<file path="config.mk">
export PLATFORM = sky130hd
export DESIGN_NAME = acc_protect_filter
export DESIGN_NICKNAME = d
export VERILOG_FILES = /design/src/rtl/acc_filter_pkg.sv /design/src/rtl/window_match.sv /design/src/rtl/perm_decode.sv /design/src/rtl/seal_fsm.sv /design/src/rtl/access_gate.sv /design/src/rtl/acc_protect_filter.sv
export SDC_FILE = /design/constraint.sdc
export NUM_CORES = 1
export LEC_CHECK = 0
export ABC_CLOCK_PERIOD_IN_PS = 1500
export BUFFER_PORTS_ARGS = -buffer_cell sky130_fd_sc_hd__buf_2
export CAP_MARGIN = 25
export CORE_AREA = 2 2 39 41
export CTS_CLUSTER_DIAMETER = 50
export DETAILED_ROUTE_END_ITERATION = 6
export DIE_AREA = 0 0 41 43
export PLACE_DENSITY = 0.74
export SLEW_MARGIN = 10
export SYNTH_ARGS = -nofsm -noshare
export SYNTH_HDL_FRONTEND = slang
export SYNTH_SLANG_ARGS = --single-unit
</file>
<file path="constraint.sdc">
create_clock -name clk -period 1.5 [get_ports clk]
set_input_delay 0.15 -clock clk [delete_from_list [all_inputs] [get_ports clk]]
set_output_delay 0.15 -clock clk [all_outputs]
set_load 0.01 [all_outputs]
</file>
<file path="src/rtl/acc_filter_pkg.sv">
package acc_filter_pkg;

    typedef enum logic [0:0] {
        ST_OPEN   = 1'b0,
        ST_SEALED = 1'b1
    } seal_state_e;

    typedef struct packed {
        logic rd_ok;
        logic wr_ok;
    } perm_t;

endpackage

</file>
<file path="src/rtl/window_match.sv">
module window_match #(
    parameter int AW = 7,
    parameter int LO = 0,
    parameter int HI = 15
) (
    input  logic [AW-1:0] addr,
    output logic          hit
);
    localparam int TOP = (1 << AW) - 1;

    generate
        if (LO == 0 && HI == TOP) begin : g_all
            assign hit = 1'b1;
        end else if (LO == 0) begin : g_upper_only
            assign hit = (addr <= AW'(HI));
        end else if (HI == TOP) begin : g_lower_only
            assign hit = (addr >= AW'(LO));
        end else if (LO == HI) begin : g_single
            assign hit = (addr == AW'(LO));
        end else begin : g_both
            assign hit = (addr >= AW'(LO)) && (addr <= AW'(HI));
        end
    endgenerate

endmodule

</file>
<file path="src/rtl/perm_decode.sv">
module perm_decode
    import acc_filter_pkg::*;
#(
    parameter int AW          = 7,
    parameter int OPEN_RW0_LO = 'h00,
    parameter int OPEN_RW0_HI = 'h0F,
    parameter int OPEN_RW1_LO = 'h78,
    parameter int OPEN_RW1_HI = 'h7F,
    parameter int OPEN_RO_LO  = 'h10,
    parameter int OPEN_RO_HI  = 'h1F,
    parameter int STAT_ADDR   = 'h77,
    parameter int SEAL_RD_LO  = 'h77,
    parameter int SEAL_RD_HI  = 'h7F,
    parameter int SEAL_WR_LO  = 'h7B,
    parameter int SEAL_WR_HI  = 'h7C
) (
    input  logic [AW-1:0] addr,
    input  logic          sealed,
    output perm_t         perm
);
    logic hit_rw0, hit_rw1, hit_ro, hit_stat, hit_srd, hit_swr;

    window_match #(.AW(AW), .LO(OPEN_RW0_LO), .HI(OPEN_RW0_HI))
        u_rw0 (.addr(addr), .hit(hit_rw0));
    window_match #(.AW(AW), .LO(OPEN_RW1_LO), .HI(OPEN_RW1_HI))
        u_rw1 (.addr(addr), .hit(hit_rw1));
    window_match #(.AW(AW), .LO(OPEN_RO_LO), .HI(OPEN_RO_HI))
        u_ro (.addr(addr), .hit(hit_ro));
    window_match #(.AW(AW), .LO(STAT_ADDR), .HI(STAT_ADDR))
        u_stat (.addr(addr), .hit(hit_stat));
    window_match #(.AW(AW), .LO(SEAL_RD_LO), .HI(SEAL_RD_HI))
        u_srd (.addr(addr), .hit(hit_srd));
    window_match #(.AW(AW), .LO(SEAL_WR_LO), .HI(SEAL_WR_HI))
        u_swr (.addr(addr), .hit(hit_swr));

    always_comb begin
        if (sealed) begin
            perm.rd_ok = hit_srd;
            perm.wr_ok = hit_swr;
        end else begin
            perm.rd_ok = hit_rw0 | hit_rw1 | hit_ro | hit_stat;
            perm.wr_ok = hit_rw0 | hit_rw1;
        end
    end

endmodule

</file>
<file path="src/rtl/seal_fsm.sv">
module seal_fsm
    import acc_filter_pkg::*;
(
    input  logic clk,
    input  logic rst_n,
    input  logic fuse_seal,
    input  logic cfg_wr,
    input  logic cfg_bit,
    output logic sealed
);
    seal_state_e state_q, state_d;

    always_ff @(posedge clk) begin
        if (!rst_n) begin
            state_q <= fuse_seal ? ST_SEALED : ST_OPEN;
        end else begin
            state_q <= state_d;
        end
    end

    always_comb begin
        state_d = state_q;
        unique case (state_q)
            ST_OPEN: begin
                if (cfg_wr && cfg_bit) begin
                    state_d = ST_SEALED;
                end
            end
            ST_SEALED: begin
                state_d = ST_SEALED;
            end
            default: state_d = ST_OPEN;
        endcase
    end

    always_comb begin
        unique case (state_q)
            ST_OPEN:   sealed = 1'b0;
            ST_SEALED: sealed = 1'b1;
            default:   sealed = 1'b0;
        endcase
    end

endmodule

</file>
<file path="src/rtl/access_gate.sv">
module access_gate
    import acc_filter_pkg::*;
#(
    parameter int DW = 8
) (
    input  logic          clk,
    input  logic          rst_n,
    input  logic          req_valid,
    input  logic          req_we,
    input  perm_t         perm,
    input  logic [DW-1:0] rf_rdata,
    output logic          rf_we,
    output logic [DW-1:0] rsp_rdata,
    output logic          viol
);
    logic rd_req, wr_req, wr_reject;

    assign wr_req    = req_valid &  req_we;
    assign rd_req    = req_valid & ~req_we;
    assign rf_we     = wr_req & perm.wr_ok;
    assign wr_reject = wr_req & ~perm.wr_ok;
    assign rsp_rdata = (rd_req && perm.rd_ok) ? rf_rdata : '0;

    always_ff @(posedge clk) begin
        if (!rst_n) begin
            viol <= 1'b0;
        end else begin
            viol <= wr_reject;
        end
    end

endmodule

</file>
<file path="src/rtl/acc_protect_filter.sv">
module acc_protect_filter
    import acc_filter_pkg::*;
#(
    parameter int ADDR_W   = 7,
    parameter int DATA_W   = 8,
    parameter int CFG_ADDR = 'h05,
    parameter int SEAL_BIT = 6
) (
    input  logic              clk,
    input  logic              rst_n,
    input  logic              fuse_seal,
    input  logic              req_valid,
    input  logic              req_we,
    input  logic [ADDR_W-1:0] req_addr,
    input  logic [DATA_W-1:0] req_wdata,
    output logic [DATA_W-1:0] rsp_rdata,
    output logic              rf_we,
    output logic [ADDR_W-1:0] rf_addr,
    output logic [DATA_W-1:0] rf_wdata,
    input  logic [DATA_W-1:0] rf_rdata,
    output logic              viol_o,
    output logic              sealed_o
);
    perm_t perm;
    logic  sealed;
    logic  cfg_wr;

    assign rf_addr  = req_addr;
    assign rf_wdata = req_wdata;
    assign cfg_wr   = rf_we && (req_addr == ADDR_W'(CFG_ADDR));
    assign sealed_o = sealed;

    perm_decode #(.AW(ADDR_W)) u_dec (
        .addr   (req_addr),
        .sealed (sealed),
        .perm   (perm)
    );

    access_gate #(.DW(DATA_W)) u_gate (
        .clk       (clk),
        .rst_n     (rst_n),
        .req_valid (req_valid),
        .req_we    (req_we),
        .perm      (perm),
        .rf_rdata  (rf_rdata),
        .rf_we     (rf_we),
        .rsp_rdata (rsp_rdata),
        .viol      (viol_o)
    );

    seal_fsm u_fsm (
        .clk       (clk),
        .rst_n     (rst_n),
        .fuse_seal (fuse_seal),
        .cfg_wr    (cfg_wr),
        .cfg_bit   (req_wdata[SEAL_BIT]),
        .sealed    (sealed)
    );

endmodule

</file>
After elaboration in Yosys (flattened, before gate mapping)
Index checks and enable logic that the tools add are counted.
- input bits: 28
- register bits after elaboration: 2
- output and inout port bits: 26
- logic and storage cells: 33
- reduce and logical (&&, ||, !) cells: 5
- $lt $le $gt $ge: 7
- eq/ne operators: 2
- bitwise gates (word level): 10
- muxes and demuxes: 7
- operator list (operator ; number):
    7-bit >= comparator (second input constant) ; 3
    8-bit two-way mux ; 1
    7-bit by 3-bit equality test with 1-bit output (second input constant) ; 1
    7-bit equality test (second input constant) ; 1
    7-bit by 5-bit >= comparator with 1-bit output (second input constant) ; 1
    7-bit by 4-bit less-or-equal comparator with 1-bit output (second input constant) ; 1
    7-bit by 5-bit less-or-equal comparator with 1-bit output (second input constant) ; 1
    7-bit less-or-equal comparator (second input constant) ; 1
    1-bit logical AND ; 5
    1-bit bitwise AND ; 4
    1-bit case mux with 2 select lines ; 2
    1-bit two-way mux ; 3
    1-bit inverter ; 3
    1-bit bitwise OR ; 3
    2-bit two-way mux ; 1

Longest topological paths before layout
Gate-level depths: netlist (run 1).
- depth in word-level cells: 11
- mapped depth: 4

Modules after synthesis
A second synthesis (run 1) with hierarchy kept.
- cell total of the unflattened synthesis: 51
- area, all modules: 415.4 µm²
- modules (own cells, without submodules) (module ; cells an instance ; area an instance (µm²) ; instances):
    acc_protect_filter ; 18 ; 136.4 ; 1
    access_gate ; 11 ; 117.6 ; 1
    seal_fsm ; 4 ; 33.8 ; 1
    perm_decode ; 5 ; 32.5 ; 1
    window_match (u_dec.u_swr) ; 4 ; 31.3 ; 1
    window_match (u_dec.u_stat) ; 3 ; 17.5 ; 1
    window_match (u_dec.u_srd) ; 3 ; 15.0 ; 1
    window_match (u_dec.u_ro) ; 1 ; 12.5 ; 1
    window_match (u_dec.u_rw0) ; 1 ; 10.0 ; 1
    window_match (u_dec.u_rw1) ; 1 ; 8.8 ; 1

Worst setup path before layout (run 1)
No wires, ideal clock.
- path kind: flip-flop to output port
- start point: reg u_fsm.state_q
- end point: out rsp_rdata[0]
- arrival time: 1.087 ns
- cell stages (with the launch flop): 4
- data required time: 1.350 ns
- buffers on the path: 0
- path slack: 0.263 ns
- path through: dfxtp_1 > o32a_1 > nor3b_4 > and2_1
- word-level cells in the longest chain between the ends: 5
- ends and longest elaborated chain (what ; line ; RTL):
    start: declaration ; seal_fsm.sv:11 ; seal_state_e state_q, state_d;
    start signal: assignment ; seal_fsm.sv:15 ; state_q <= fuse_seal ? ST_SEALED : ST_OPEN;
    start signal: assignment ; seal_fsm.sv:17 ; state_q <= state_d;
    1-bit inverter ; seal_fsm.sv:37 ; unique case (state_q)
    1-bit case mux with 2 select lines (*) ; seal_fsm.sv:37 ;
    2-bit two-way mux (*) ; perm_decode.sv:37 ; if (sealed) begin
    1-bit logical AND (*) ; access_gate.sv:22 ; assign rsp_rdata = (rd_req && perm.rd_ok) ? rf_rdata : '0;
    8-bit two-way mux (*) ; access_gate.sv:22 ;
    end: declaration ; acc_protect_filter.sv:16 ; output logic [DATA_W-1:0] rsp_rdata,
Mark *: on every way between the ends. The rest lies on a longest branch, timed or not.

Worst setup path after layout (run 1)
- start point: reg u_fsm.state_q
- end point: out rsp_rdata[1]
Same word-level chain as after synthesis.

==> results of run 1 <==
## Yosys cell counts (all sizes together) (2+ instances only)
cell type / instances
buf: 15
nor3b: 2
and3: 2
dfxtp: 2
and2: 8
nor2b: 2
## power groups by stage
stage	Combinational [mW]	Clock, mW	Sequential [mW]
after floorplan	0.0691	0	0.0629
after global placement	0.0901	0	0.0613
after detailed placement	0.0912	0	0.0615
after CTS	0.0967	0.126	0.0602
after global routing	0.106	0.135	0.0608
final	0.0962	0.117	0.0604
## cell usage in the layout, fill, tap and decap left out
cell and n:
a21o_1 1, a21oi_1 1, a31oi_1 1, a41o_1 1
and2_1 8, and3_1 2, buf_2 39, buf_4 1
clkbuf_4 3, dfxtp_1 1, dfxtp_2 1, mux2_2 1
nand2_1 1, nand3_1 1, nand4_1 1, nor2b_1 2
nor3b_1 1, nor3b_4 1, nor4_1 1, o21ai_2 1
o32a_1 1, or3_1 1
## area by class of cell
type / count / share of cell area [%]
clock buffers: 3 / 4.75
well taps: 16 / 4.22
multi-input cells: 26 / 39.6
repair buffers: 40 / 42.7
flip-flops and latches: 2 / 8.71
## critical path, delay by kind of cell, from the launching register on
| kind | cells | cell delay [ns] |
|---|---|---|
| AOI/OAI and AO/OA | 1 | 0.32 |
| buffers and inverters | 1 | 0.14 |
| and+or+nand+nor | 2 | 0.45 |
| DFF | 1 | 0.31 |
## state kept, by name (all words and copies together), names as in the netlist
name,cells
u_fsm.state_q,1
u_gate.viol,1
## what timing repair did
item,4_1_cts,5_1_grt
endpoints found under the setup margin,8,8
cloned,0,0
gates resized for setup,1,0
setup buffers,1,0
pin swaps,7,2
## per-stage QoR
stage          TNS [ns]  worst slack (ns)
2_1_floorplan         0             0.263
3_3_place_gp          0             0.140
3_5_place_dp          0             0.107
4_1_cts          -0.553           -0.0902
5_1_grt           -1.24            -0.183
6_report         -0.534           -0.0870
## final timing paths
check	endpoint	depth (start not counted)
setup / recovery	rsp_rdata[1]	4
hold / removal	u_fsm.state_q	2
setup reg to reg	u_fsm.state_q	3
hold reg to reg	u_fsm.state_q	3
## cells by family (layout without fill, tap and decap cells)
logic type	Yosys count	after routing
AOI/OAI and AO/OA	6	6
DFF	2	2
muxes	1	1
buffers and inverters	15	43
and+or+nand+nor	19	19
## layer usage
layer / routed length [um] / part of all wire (%)
met2: 445 / 51
met1: 348 / 40
met3: 86 / 9.8
met5: 0 / 0
met4: 0 / 0
==> flow_summary.ini, run 1 <==
[timing]
fin_ws_ns = -0.0870
skew_ns = 0.00424
max_freq_mhz = 630
setup_violations = 8
rsz0062_at_grt = yes
fin_hold_ws_ns = 0.176
min_period_ns = 1.59
tightest_slew_ns = 0.310
hold_violations = 0
min_period_over_period_pct = 106
relSlewSlack_pct = 79.1
drv_slew = 0

[clocking]
cts_sinks = 2
cts_tree = yes
cts_root_buffer = clkbuf_4
cts_hold_buf = 0
clkTransAtPathRegs_ns = 0.03
clock_latency_ns = 0.22
cts_buffers = 3
clockBufferDepth = 2
h-tree-depth = 1

[synthesis]
ys_seq_area_share_pct = 11.8
ys_async_sr_fraction_pct = 0
synth_top_cell_by_area = buf_4
synth_top_family_by_area = simple AND/OR/NAND/NOR gates
yosys_warnings = 0
avgSynthCellArea_sq_um = 7.91
synthCells = 43
synth-xor-area-share_pct = 0
synth_compound_area_share_pct = 14.0
synth_top_area_share_pct = 33.1
synthesis.nets = 71
synth_flop_cell = dfxtp_1
netlist_top_cells_area = buf_4, and2_1, dfxtp_1
synthMuxAreaShare_pct = 3.31
synthSimpleGateAreaFrac_pct = 37.9
synth_edf_count = 0
synthAdderAreaFrac_pct = 0
ys_ff_latch = 2
yosys.cell_types.count = 19
synth_area_sq_um = 340

[critical_path]
required_ns = 1.35
cp_max_fo = 8
worstSetupStartpoint = u_fsm.state_q
worstSetupEndpointType = output port
max_stage_delay_ns = 0.32
worst-r2r-setup-slack_ns = 0.49
crit_chain = o32a_1, nor3b_4, and2_1, buf_2
r2r-start = u_fsm.state_q
critPathKind = flip-flop to output port
cp-start-kind = flip-flop
arrival_ns = 1.44
critPathSlowestCell = o32a_1

[route]
first_iter_violations = 2
antenna_left = 0
firstDrtPassIters = 2
drt-wirelength-per-cell_um = 10.1
drc = 0
vias = 365
vias_per_cell = 4.20
drt_wl_total_um = 880

[placement]
hpwlAfterDp_um = 728
port_buffers = 39
place_area_sq_um = 443
place_congestion = 0.556
dpl.cell_count = 83

[cells_and_area]
seq_area_sq_um = 41.3
post_route_cells_drive_above_1_share_pct = 66.2
fin_util_pct = 34.3
nFillCells = 164
final_area_sq_um = 474
syn_to_final_growth_pct = 39.3
nets = 101
multiInputGateArea_sq_um = 188
diodes = 0
stdcell_count = 87

[power]
max-vdd-ir-drop_mv = 0.392
power_frac_seq_pct = 22.1
p_leak_nw = 0.279
internal-power_uw = 197
total_power_uw = 274
power.share.clock_pct = 42.8
p_comb_share_pct = 35.1
sw_frac_of_total_pct = 28.0
p_sw_uw = 76.7
power_density_mw_per_mm2 = 578

[grt]
grtUsageMet1_pct = 11.2
grt_pass1_wl_um = 1210
grt_antenna_before_repair = 0
grt_use_met2_pct = 15.3
track_usage_pct = 10.2
grt_pass1_vias = 301
gr-total-overflow = 0
grt_util_met3_pct = 4.71
grt_max_degree = 9
grt.busiest_layer = met2

[worst_hold_path]
hold_path.startpoint = req_wdata[6]
worst_hold_path_type = primary input to flip-flop

[run_status]
violations = negative setup slack
status = finished with violations

[floorplanning]
core-area_sq_mm = 0.00138
ios = 54
rows = 14
fp.dieH_um = 43
start_util_pct = 24.6
design.die.area_sq_mm = 0.00176
die_x_um = 41

[run]
max-cap-violations = 0
No activity file was read; power rests on OpenSTA's default activity.
==> run 2, diff against run 1 <==
--- a/config.mk
+++ b/config.mk
@@ -6,7 +6,7 @@
 export NUM_CORES = 1
 export LEC_CHECK = 0
 export ABC_CLOCK_PERIOD_IN_PS = 1500
-export BUFFER_PORTS_ARGS = -buffer_cell sky130_fd_sc_hd__buf_2
+export BUFFER_PORTS_ARGS = -buffer_cell sky130_fd_sc_hd__buf_4
 export CAP_MARGIN = 25
 export CORE_AREA = 2 2 39 41
 export CTS_CLUSTER_DIAMETER = 50
==> run 2 against run 1 <==
  * The flow still finishes with violations (negative setup slack)
  * Cell count unchanged
  * Maximum frequency up 2.4%
  * Non-clock buffer count unchanged
  * Clock skew down 0.0022 ns
  * Wire length down 0.57%
  * Clock-buffer cell count unchanged
  * Setup slack better by 0.037 ns
  * Combinational power up 26%
  * Worst hold slack better by 0.0070 ns
  * Global-route usage up 0.59 points
  * Via count down 0.27%
  * Register-to-register slack about the same
  * Critical endpoint is now rsp_rdata[5]
  * Largest cell class unchanged
==> flow_summary.ini, run 2 (same netlist as run 1, synthesis figures left out) <==
[timing]
min_period_ns = 1.55
min_period_over_period_pct = 103
skew_ns = 0.00208
relSlewSlack_pct = 79.9
setup_violations = 8
drv_slew = 0
fin_ws_ns = -0.0500
max_freq_mhz = 645
rsz0062_at_grt = yes
tightest_slew_ns = 0.299
hold_violations = 0

[critical_path]
required_ns = 1.35
arrival_ns = 1.40
cp_max_fo = 8
critPathKind = flip-flop to output port
cp-start-kind = flip-flop
worstSetupEndpointType = output port

[placement]
port_buffers = 39
hpwlAfterDp_um = 771
place_congestion = 0.587

[grt]
grt_max_degree = 9
grt_util_met3_pct = 3.14
grt_pass1_vias = 319
track_usage_pct = 10.8
grtUsageMet1_pct = 14.0
gr-total-overflow = 0
grt_pass1_wl_um = 1300
grt_antenna_before_repair = 0
grt.busiest_layer = met2
grt_use_met2_pct = 15.3

[route]
firstDrtPassIters = 2
drt_wl_total_um = 875
first_iter_violations = 1
drc = 0
antenna_left = 0
vias = 364
drt-wirelength-per-cell_um = 10.1
vias_per_cell = 4.18

[cells_and_area]
multiInputGateArea_sq_um = 188
seq_area_sq_um = 40.0
fin_util_pct = 41.2
nFillCells = 149
diodes = 0
layout_commonest_cell = buf_4
final_cell_mix = buf_4, and2_1, clkbuf_4
nets = 101
post_route_cells_drive_above_1_share_pct = 64.8
largestRegisters = u_fsm.state_q: 1 flops, u_gate.viol: 1 flops
syn_to_final_growth_pct = 67.6

[run_status]
violations = negative setup slack
status = finished with violations

[clocking]
cts_tree = yes
clock_latency_ns = 0.22
cts_hold_buf = 0
ctsResizeCount = 0
cts_buffers = 3
cts_root_buffer = clkbuf_4
clockBufferDepth = 2
h-tree-depth = 1
clkTransAtPathRegs_ns = 0.03
cts_sinks = 2
post_cts.repair.setup_buffers = 0

[floorplanning]
rows = 14
core-area_sq_mm = 0.00138
start_util_pct = 24.6
die_x_um = 41
fp.dieH_um = 43
design.die.area_sq_mm = 0.00176
ios = 54

[power]
total_power_uw = 297
max-vdd-ir-drop_mv = 0.357
power_density_mw_per_mm2 = 520
p_leak_nw = 0.304

[worst_hold_path]
worst_hold_path_type = primary input to flip-flop

[run]
max-cap-violations = 0
==> run 2: stage by stage <==
step	setup TNS, ns	instance area, sq um	cells	worst slack (ns)	hold slack (ns)
after global routing	-1.11	571	87	-0.154	0.182
after CTS	-0.447	571	87	-0.0634	0.177
final	-0.299	571	87	-0.0500	0.183
after global placement	0	548	84	0.126	0.300
after detailed placement	0	548	84	0.124	0.300
after floorplan	0	340	43	0.263	0.301
==> run 2: final timing paths <==
kind / start / to / slack [ns] / cells after the start
worst min register to register: u_fsm.state_q / u_fsm.state_q / 0.69 / 3
worst max-delay path: u_fsm.state_q / rsp_rdata[5] / -0.05 / 4
worst max register to register: u_fsm.state_q / u_fsm.state_q / 0.50 / 3
worst min-delay path: req_wdata[6] / u_fsm.state_q / 0.18 / 2
==> run 2: layout make-up <==
cell class	count	share of cell area, %
repair buffers	40	52.6
multi-input cells	26	32.9
flip-flops and latches	2	7.02
clock buffers	3	3.95
well taps	16	3.51
==> run 2: metal layers <==
metal  vias to the layer above  part of all wire, %
li1                        194                    -
met1                       152                   36
met2                        18                   52
met3                         0                   11
met4                         0                    0
met5                         -                    0
==> run 2: critical path, cell delays in order (launching register included) <==
cell and delay, ns:
dfxtp_1 0.30, o32a_1 0.32, nor3b_4 0.27, and2_1 0.18
buf_4 0.12
==> run 2: where the power goes <==
part	switching [mW]	internal (mW)
logic	0.0456	0.0757
clock network	0.0279	0.0880
registers	0.00163	0.0577
==> run 3, diff against run 2 <==
--- a/config.mk
+++ b/config.mk
@@ -8,12 +8,12 @@
 export ABC_CLOCK_PERIOD_IN_PS = 1500
 export BUFFER_PORTS_ARGS = -buffer_cell sky130_fd_sc_hd__buf_4
 export CAP_MARGIN = 25
-export CORE_AREA = 2 2 39 41
+export CORE_UTILIZATION = 30
 export CTS_CLUSTER_DIAMETER = 50
 export DETAILED_ROUTE_END_ITERATION = 6
-export DIE_AREA = 0 0 41 43
-export PLACE_DENSITY = 0.74
+export PLACE_DENSITY = 0.77
 export SLEW_MARGIN = 10
 export SYNTH_ARGS = -nofsm -noshare
 export SYNTH_HDL_FRONTEND = slang
+export SYNTH_HIERARCHICAL = 1
 export SYNTH_SLANG_ARGS = --single-unit
==> run 3 against run 2 <==
  * The flow still finishes with violations (negative setup slack)
  * Clock skew increased by 0.0029 ns
  * Global-route usage rose by 4.9 points
  * Non-clock buffer count rose by 15
  * Combinational power grew 59%
  * Sequential power is 4.6% higher
  * Setup slack worse by 0.25 ns
  * First-iteration DRC count grew to 7.0 times the previous value
==> flow_summary.ini, run 3 <==
[run_status]
status = finished with violations
violations = negative setup slack

[route]
firstDrtPassIters = 4
drt-wirelength-per-cell_um = 12.2
vias = 545
vias_per_cell = 5.00
antenna_left = 0
drt_wl_total_um = 1330
drc = 0
first_iter_violations = 7

[synthesis]
yosys-top-cells-count = buf_4, and4b_1, nor2_1, a21oi_1
synth_area_sq_um = 415
yosys_warnings = 6
yosys.cell_types.count = 21
ys_ff_latch = 2
netlist_top_cells_area = buf_4, and4b_1, dfxtp_1
synth_edf_count = 0
synth_flop_cell = dfxtp_1
avgSynthCellArea_sq_um = 8.15
synth_top_area_share_pct = 27.1
synth_top_cell_by_area = buf_4
ys_async_sr_fraction_pct = 0
yosysMostFrequentCell = buf_4
synthesis.nets = 79
ys_seq_area_share_pct = 9.64
synthCells = 51

[critical_path]
crit_chain = buf_8, and4_1, or4_4, mux2_4, and4b_1, buf_6
r2r-start = u_fsm/state_q
critPathKind = primary input to output port
reg2regPathDepth = 7
max_stage_delay_ns = 0.53
arrival_ns = 1.65
cp-start-kind = primary input
critical_path.endpoint = rsp_rdata[6]
r2r_end = u_fsm/state_q
cp_max_fo = 8
worst-r2r-setup-slack_ns = 0.02
worstSetupEndpointType = output port
required_ns = 1.35
worstSetupStartpoint = req_addr[4]
critPathSlowestCell = or4_4

[placement]
place_congestion = 0.712
port_buffers = 39
place_area_sq_um = 727
hpwlAfterDp_um = 959

[run]
max-cap-violations = 0

[clocking]
clockBufferDepth = 2
cts_sinks = 2
cts_root_buffer = clkbuf_4
clock_latency_ns = 0.22
cts_buffers = 3
clkTransAtPathRegs_ns = 0.03
h-tree-depth = 1
cts_tree = yes

[timing]
skew_ns = 0.00499
min_period_ns = 1.80
finalSetupTns_ns = -2.34
rsz0062_at_grt = yes
min_period_over_period_pct = 120
setup_violations = 9
fin_hold_ws_ns = 0.122
hold_violations = 0
fin_ws_ns = -0.296
drv_slew = 0
tightest_slew_ns = 0.219
max_freq_mhz = 557
relSlewSlack_pct = 85.3

[floorplanning]
die_x_um = 39.2
start_util_pct = 31.9
core-area_sq_mm = 0.00130
design.die.area_sq_mm = 0.00154
ios = 54
rows = 13
fp.dieH_um = 39.2

[cells_and_area]
final_area_sq_um = 846
largestRegisters = u_fsm/state_q: 1 flops, u_gate/viol: 1 flops
layout_commonest_cell = buf_4
final_cell_mix = buf_4, buf_6, and4b_1
nFillCells = 104
diodes = 0
syn_to_final_growth_pct = 104
nets = 124
post_route_cells_drive_above_1_share_pct = 71.3

[worst_hold_path]
hold_path.startpoint = rst_n
worst_hold_path_type = primary input to flip-flop

[grt]
grt_antenna_before_repair = 0
grt_max_degree = 11
gr-total-overflow = 0
track_usage_pct = 15.8
grt_pass1_vias = 447
grt_pass1_wl_um = 1770

[power]
total_power_uw = 368
sw_frac_of_total_pct = 27.4
power_frac_seq_pct = 16.8
power.share.clock_pct = 31.1
power_density_mw_per_mm2 = 435
p_sw_uw = 101
max-vdd-ir-drop_mv = 0.251
internal-power_uw = 267
p_leak_nw = 0.437
p_comb_share_pct = 52.1
## run 3: critical path, delay by kind of cell
family                 cells  cell delay, ns
buffers and inverters      2            0.22
and+or+nand+nor            3            0.95
muxes                      1            0.32
## run 3: cell type report
class	instances	area, sq um	area share (%)
Clock buffer	3	22.5	2.66
Inverter	1	3.75	0.444
Multi-Input combinational cell	33	292	34.5
Sequential cell	2	40.0	4.73
Tap cell	15	18.8	2.22
Timing Repair Buffer	55	469	55.5
## run 3: routing by layer
layer | vias to the layer above | GRT usage, % | routed length [um]
met1 | 247 | 17.6 | 548
met4 | 0 | 1.72 | 9
li1 | 271 | - | -
met3 | 2 | 4.62 | 117
met2 | 25 | 29.6 | 658
met5 | - | 0 | 0
## run 3: power groups by stage
| stage | Combinational, mW | Sequential, mW | Clock, mW |
|---|---|---|---|
| 5_1_grt | 0.206 | 0.0626 | 0.125 |
| 4_1_cts | 0.178 | 0.0619 | 0.116 |
| 3_3_place_gp | 0.163 | 0.0624 | 0 |
| 2_1_floorplan | 0.0761 | 0.0634 | 0 |
| 3_5_place_dp | 0.165 | 0.0622 | 0 |
| 6_report | 0.192 | 0.0620 | 0.114 |
## run 3: timing repair
| action | 4_1_cts | 5_1_grt |
|---|---|---|
| setup buffers | 1 | 1 |
| hold buffers | 0 | 0 |
| endpoints found under the setup margin | 10 | 10 |
| pin swaps | 13 | 12 |
| gates resized for setup | 13 | 7 |
## run 3: through the flow
step / cells / setup slack [ns] / utilization [%]
2_1_floorplan: 51 / -0.112 / -
6_report: 109 / -0.296 / 65.0
5_1_grt: 109 / -0.326 / 65.0
3_5_place_dp: 104 / -0.319 / 55.9
4_1_cts: 108 / -0.294 / 61.9
3_3_place_gp: 104 / -0.308 / 55.9
## run 3: worst min path at each step
stage               endpoint  slack [ns]  cells after the start
3_5_place_dp     rf_wdata[0]        0.30                      0
3_3_place_gp     rf_wdata[0]        0.30                      0
2_1_floorplan  u_fsm/state_q        0.24                      1
5_1_grt        u_fsm/state_q        0.12                      2
4_1_cts        u_fsm/state_q        0.12                      2
6_report       u_fsm/state_q        0.12                      2
## run 3: kinds of logic after synthesis
kind of cell / count (synthesis) / share of synthesized area [%]
and+or+nand+nor: 27 / 52.4
buffers and inverters: 16 / 28.0
AOI/OAI and AO/OA: 5 / 7.23
muxes: 1 / 2.71
DFF: 2 / 9.64
